<file path="src/rtl/hz_pkg.sv">
package hz_pkg;

    typedef enum logic [1:0] {
        FWD_REGFILE = 2'b00,
        FWD_WB      = 2'b01,
        FWD_MEM     = 2'b10
    } fwd_sel_e;

    typedef enum logic [1:0] {
        ACT_FLOW,
        ACT_HOLD_LOAD,
        ACT_HOLD_CALL,
        ACT_SQUASH
    } hz_act_e;

endpackage

</file>
<file path="src/rtl/hz_fwd_unit.sv">
module hz_fwd_unit #(
    parameter int AW = 5
) (
    input  logic [AW-1:0] src,
    input  logic [AW-1:0] mem_rd,
    input  logic          mem_we,
    input  logic [AW-1:0] wb_rd,
    input  logic          wb_we,
    output logic [1:0]    sel
);
    import hz_pkg::*;

    localparam logic [AW-1:0] ZERO_REG = '0;

    logic mem_hit;
    logic wb_hit;

    assign mem_hit = mem_we && (mem_rd != ZERO_REG) && (mem_rd == src);
    assign wb_hit  = wb_we  && (wb_rd  != ZERO_REG) && (wb_rd  == src);

    always_comb begin
        if (mem_hit)     sel = FWD_MEM;
        else if (wb_hit) sel = FWD_WB;
        else             sel = FWD_REGFILE;
    end
endmodule

</file>
<file path="src/rtl/hz_interlock.sv">
module hz_interlock #(
    parameter int AW      = 5,
    parameter int ARG_REG = 10,
    parameter int FN_REG  = 17
) (
    input  logic [AW-1:0] id_rs1,
    input  logic [AW-1:0] id_rs2,
    input  logic          id_rs1_used,
    input  logic          id_rs2_used,
    input  logic          id_is_syscall,
    input  logic [AW-1:0] ex_rd,
    input  logic          ex_wr_en,
    input  logic          ex_is_load,
    input  logic [AW-1:0] mem_rd,
    input  logic          mem_wr_en,
    output logic          load_hit,
    output logic          call_hit
);
    localparam logic [AW-1:0] ZERO_REG = '0;
    localparam logic [AW-1:0] ARG_IDX  = AW'(ARG_REG);
    localparam logic [AW-1:0] FN_IDX   = AW'(FN_REG);

    logic ex_live;
    logic mem_live;
    logic ex_arg;
    logic mem_arg;

    assign ex_live  = ex_wr_en  && (ex_rd  != ZERO_REG);
    assign mem_live = mem_wr_en && (mem_rd != ZERO_REG);

    assign load_hit = ex_live && ex_is_load &&
                      ((id_rs1_used && (id_rs1 == ex_rd)) ||
                       (id_rs2_used && (id_rs2 == ex_rd)));

    assign ex_arg   = ex_live  && ((ex_rd  == ARG_IDX) || (ex_rd  == FN_IDX));
    assign mem_arg  = mem_live && ((mem_rd == ARG_IDX) || (mem_rd == FN_IDX));
    assign call_hit = id_is_syscall && (ex_arg || mem_arg);
endmodule

</file>
<file path="src/rtl/hz_arbiter.sv">
module hz_arbiter (
    input  logic ex_br_taken,
    input  logic load_hit,
    input  logic call_hit,
    output logic pc_hold,
    output logic ifid_hold,
    output logic idex_bubble,
    output logic ifid_flush,
    output logic idex_flush
);
    import hz_pkg::*;

    hz_act_e act;

    always_comb begin
        if (ex_br_taken)   act = ACT_SQUASH;
        else if (call_hit) act = ACT_HOLD_CALL;
        else if (load_hit) act = ACT_HOLD_LOAD;
        else               act = ACT_FLOW;
    end

    always_comb begin
        pc_hold     = 1'b0;
        ifid_hold   = 1'b0;
        idex_bubble = 1'b0;
        ifid_flush  = 1'b0;
        idex_flush  = 1'b0;
        unique case (act)
            ACT_FLOW: begin
            end
            ACT_HOLD_LOAD, ACT_HOLD_CALL: begin
                pc_hold     = 1'b1;
                ifid_hold   = 1'b1;
                idex_bubble = 1'b1;
            end
            ACT_SQUASH: begin
                ifid_flush  = 1'b1;
                idex_flush  = 1'b1;
            end
        endcase
    end
endmodule

</file>
<file path="src/rtl/hz_ctrl.sv">
module hz_ctrl #(
    parameter int AW      = 5,
    parameter int ARG_REG = 10,
    parameter int FN_REG  = 17
) (
    input  logic [AW-1:0] id_rs1,
    input  logic [AW-1:0] id_rs2,
    input  logic          id_rs1_used,
    input  logic          id_rs2_used,
    input  logic          id_is_syscall,
    input  logic [AW-1:0] ex_rs1,
    input  logic [AW-1:0] ex_rs2,
    input  logic [AW-1:0] ex_rd,
    input  logic          ex_wr_en,
    input  logic          ex_is_load,
    input  logic          ex_br_taken,
    input  logic [AW-1:0] mem_rd,
    input  logic          mem_wr_en,
    input  logic [AW-1:0] wb_rd,
    input  logic          wb_wr_en,
    output logic [1:0]    fwd_a,
    output logic [1:0]    fwd_b,
    output logic          pc_hold,
    output logic          ifid_hold,
    output logic          idex_bubble,
    output logic          ifid_flush,
    output logic          idex_flush
);
    localparam int NOPS = 2;

    logic [AW-1:0] op_src [NOPS];
    logic [1:0]    op_sel [NOPS];
    logic          load_hit;
    logic          call_hit;

    assign op_src[0] = ex_rs1;
    assign op_src[1] = ex_rs2;

    for (genvar g = 0; g < NOPS; g++) begin : g_op
        hz_fwd_unit #(.AW(AW)) u_fwd (
            .src    (op_src[g]),
            .mem_rd (mem_rd),
            .mem_we (mem_wr_en),
            .wb_rd  (wb_rd),
            .wb_we  (wb_wr_en),
            .sel    (op_sel[g])
        );
    end

    assign fwd_a = op_sel[0];
    assign fwd_b = op_sel[1];

    hz_interlock #(.AW(AW), .ARG_REG(ARG_REG), .FN_REG(FN_REG)) u_lock (
        .id_rs1        (id_rs1),
        .id_rs2        (id_rs2),
        .id_rs1_used   (id_rs1_used),
        .id_rs2_used   (id_rs2_used),
        .id_is_syscall (id_is_syscall),
        .ex_rd         (ex_rd),
        .ex_wr_en      (ex_wr_en),
        .ex_is_load    (ex_is_load),
        .mem_rd        (mem_rd),
        .mem_wr_en     (mem_wr_en),
        .load_hit      (load_hit),
        .call_hit      (call_hit)
    );

    hz_arbiter u_arb (
        .ex_br_taken (ex_br_taken),
        .load_hit    (load_hit),
        .call_hit    (call_hit),
        .pc_hold     (pc_hold),
        .ifid_hold   (ifid_hold),
        .idex_bubble (idex_bubble),
        .ifid_flush  (ifid_flush),
        .idex_flush  (idex_flush)
    );
endmodule

</file>
<file path="config.mk">
export PLATFORM = sky130hd
export DESIGN_NAME = hz_ctrl
export DESIGN_NICKNAME = d
export VERILOG_FILES = /design/src/rtl/hz_pkg.sv /design/src/rtl/hz_fwd_unit.sv /design/src/rtl/hz_interlock.sv /design/src/rtl/hz_arbiter.sv /design/src/rtl/hz_ctrl.sv
export SDC_FILE = /design/constraint.sdc
export NUM_CORES = 1
export LEC_CHECK = 0
export CORE_MARGIN = 2
export CORE_UTILIZATION = 29
export DETAILED_ROUTE_END_ITERATION = 16
export PLACE_DENSITY = 0.89
export SETUP_SLACK_MARGIN = 0.05
export SYNTH_ARGS = -nofsm -noshare
export SYNTH_HDL_FRONTEND = slang
export SYNTH_SLANG_ARGS = --single-unit
</file>
<file path="constraint.sdc">
create_clock -name vclk -period 1.7
set_input_delay 0.255 -clock vclk [all_inputs]
set_output_delay 0.255 -clock vclk [all_outputs]
set_load 0.05 [all_outputs]
</file>
==> impl_metrics.ini <==
[worst_setup_path]
arrival_ps = 1880
cp_max_fo = 2
critPathLaunchType = input port
critPathRequiredTime_ps = 1440
path_class = input port to output port
cp-end-kind = output port

[placement]
post-dp-hpwl_mm = 2.067
io_buffers = 52
place_ws_ps = -650.4
routabilityCongestion = 0.8209

[pwr]
clockPowerShare_pct = 0
p_comb_share_pct = 100.0
finalPower_mw = 0.4597
peakVddDrop_mv = 0.3039
powerDensity_nw_per_um2 = 290.2
swShare_pct = 45.99
p_leak_nw = 0.7112
intPower_mw = 0.2483
p_sw_mw = 0.2114
seqPwrFrac_pct = 0

[drt]
antenna_left = 0
via_per_inst = 4.921
vias = 871
drt_iter0_markers = 2
wire_per_inst_um = 20.46
first_pass_iters = 4
drc_errors = 0
wl_mm = 3.621

[synth]
ys_top_cells_by_area = xnor2_1, xor2_1, nor4_2
syn_nets = 110
ys_warn_count = 0
syn-cell-area_um2 = 535.5
yosys.cell_count.top_type = xnor2_1
ys_top_cells_by_count = xnor2_1, xor2_1, buf_4
seq_area_frac_synth_pct = 0
synth.top_cell.area_share_pct = 26.17
syn_avg_cell_area_um2 = 8.114
yosysUniqueCellTypes = 21
synth_area_leader_cell = xnor2_1
syn_inst = 66

[cells_and_area]
finalNetCount = 197
drive_above_1_share_pct = 54.30
areaGrowthSynthToFinish_pct = 195.8
clkbuf_count = 0
regArea_um2 = 0
final_util_pct = 91.74
seq_cells = 0

[timing]
drv_slew = 0
relSlewSlack_pct = 75.61
period_share_pct = 125.6
fmax_mhz = 468.5
setup_ws_ps = -434.4
finalSetupViolations = 9
hold_viol_final = 0
fin_crit_ps = 2134
worst_pin_slew_ps = 364.7
rsz0062_at_grt = yes

[die]
ios = 52
num_rows = 15
initial_utilization_pct = 31.01
die_x_um = 46.97
core_area_um2 = 1727
die_y_um = 46.97
dieArea_um2 = 2206

[outcome]
failed_checks = negative setup slack
status = finished with violations

[global_routing]
first_global_vias = 946
grt_overflow = 0
grt_max_degree = 5
grt_usage_pct = 27.51
antenna_found_initial = 0
grt_pass1_wl_mm = 4.298

[hold_path]
min_from = wb_wr_en
whs_endpoint = fwd_a[0]
hp-class = input port to output port
hold_depth = 5

[run]
drv_cap = 0

[clock_tree]
hold_buffers = 0
==> worst max path at each step <==
| stage | startpoint | end | slack [ps] | cells past startpoint |
|---|---|---|---|---|
| floorplan | ex_rd[0] | ifid_hold | -200 | 5 |
| global placement | mem_rd[4] | ifid_hold | -610 | 7 |
| detailed placement | mem_rd[4] | idex_bubble | -650 | 7 |
| CTS | mem_rd[4] | fwd_a[0] | -410 | 8 |
| global route | mem_rd[4] | fwd_b[0] | -450 | 9 |
| finish | mem_rd[4] | fwd_b[0] | -430 | 9 |
==> stage by stage <==
| step | hold WS, ps | cells | area [µm²] | TNS (ps) |
|---|---|---|---|---|
| 3_5_place_dp | 1362 | 164 | 1348 | -5252 |
| 2_1_floorplan | 801.4 | 66 | 595.6 | -779.4 |
| 3_3_place_gp | 1321 | 164 | 1348 | -4959 |
| 4_1_cts | 1230 | 174 | 1520 | -2518 |
| 6_report | 1045 | 177 | 1584 | -3148 |
| 5_1_grt | 1074 | 176 | 1582 | -3429 |
==> final cells by class <==
| cell class | count | area, µm² |
|---|---|---|
| diodes | 1 | 2.502 |
| fillers | 73 | 142.6 |
| multi-input cells | 61 | 670.6 |
| well taps | 25 | 31.28 |
| repair buffers | 90 | 879.6 |
==> cells by family after synthesis <==
family	share of synthesized area, %
buffers and inverters	7.010
AND/OR/NAND/NOR	30.14
AO/OA/AOI/OAI	11.45
XOR/XNOR	49.07
adder cells (fa/ha/maj)	2.336
==> timing repair <==
action                     in CTS  in global routing
setup buffers                  11                  2
pin swaps                      30                 14
setup endpoints to repair       9                  9
gates resized for setup        82                 22
==> layer usage <==
layer  GRT usage, %  part of all wire (%)  vias to the layer above  wire, µm
li1               -                     -                      414         -
met1          29.45                    38                      422      1374
met2          56.16                    56                       29      2041
met3          4.231                   3.9                        6       143
met4          4.444                   1.7                        0        61
met5              0                     0                        -         0
==> cell usage in the layout, fill, tap and decap left out, drive strengths merged <==
cell and count:
a31o 1, a31oi 2, buf 54, clkbuf 4, clkdlybuf4s15 1, clkdlybuf4s50 8, diode 1, dlygate4sd2 19
dlymetal6s2s 4, ha 1, nand2 3, nand2b 1, nand3 2, nand3b 1, nand4 2, nor2 2
nor4 4, nor4bb 2, o21ai 2, o22ai 1, o311a 1, o32a 1, or3 1, or4 4
xnor2 16, xor2 14
==> worst max-delay path, cell delays in order <==
cell and delay, ps:
buf_6 90, buf_6 110, or4_4 550, o21ai_4 170
buf_6 120, nor4_4 30, buf_4 150, nor4_4 210
buf_12 180
==> power groups by stage <==
| stage | clock (mW) | combinational, mW | sequential [mW] |
|---|---|---|---|
| after floorplan | 0 | 0.175 | 0 |
| after global placement | 0 | 0.375 | 0 |
| after detailed placement | 0 | 0.388 | 0 |
| after CTS | 0 | 0.425 | 0 |
| after global routing | 0 | 0.478 | 0 |
| final | 0.0000000787 | 0.460 | 0 |
(Power assumes the default switching activity.)
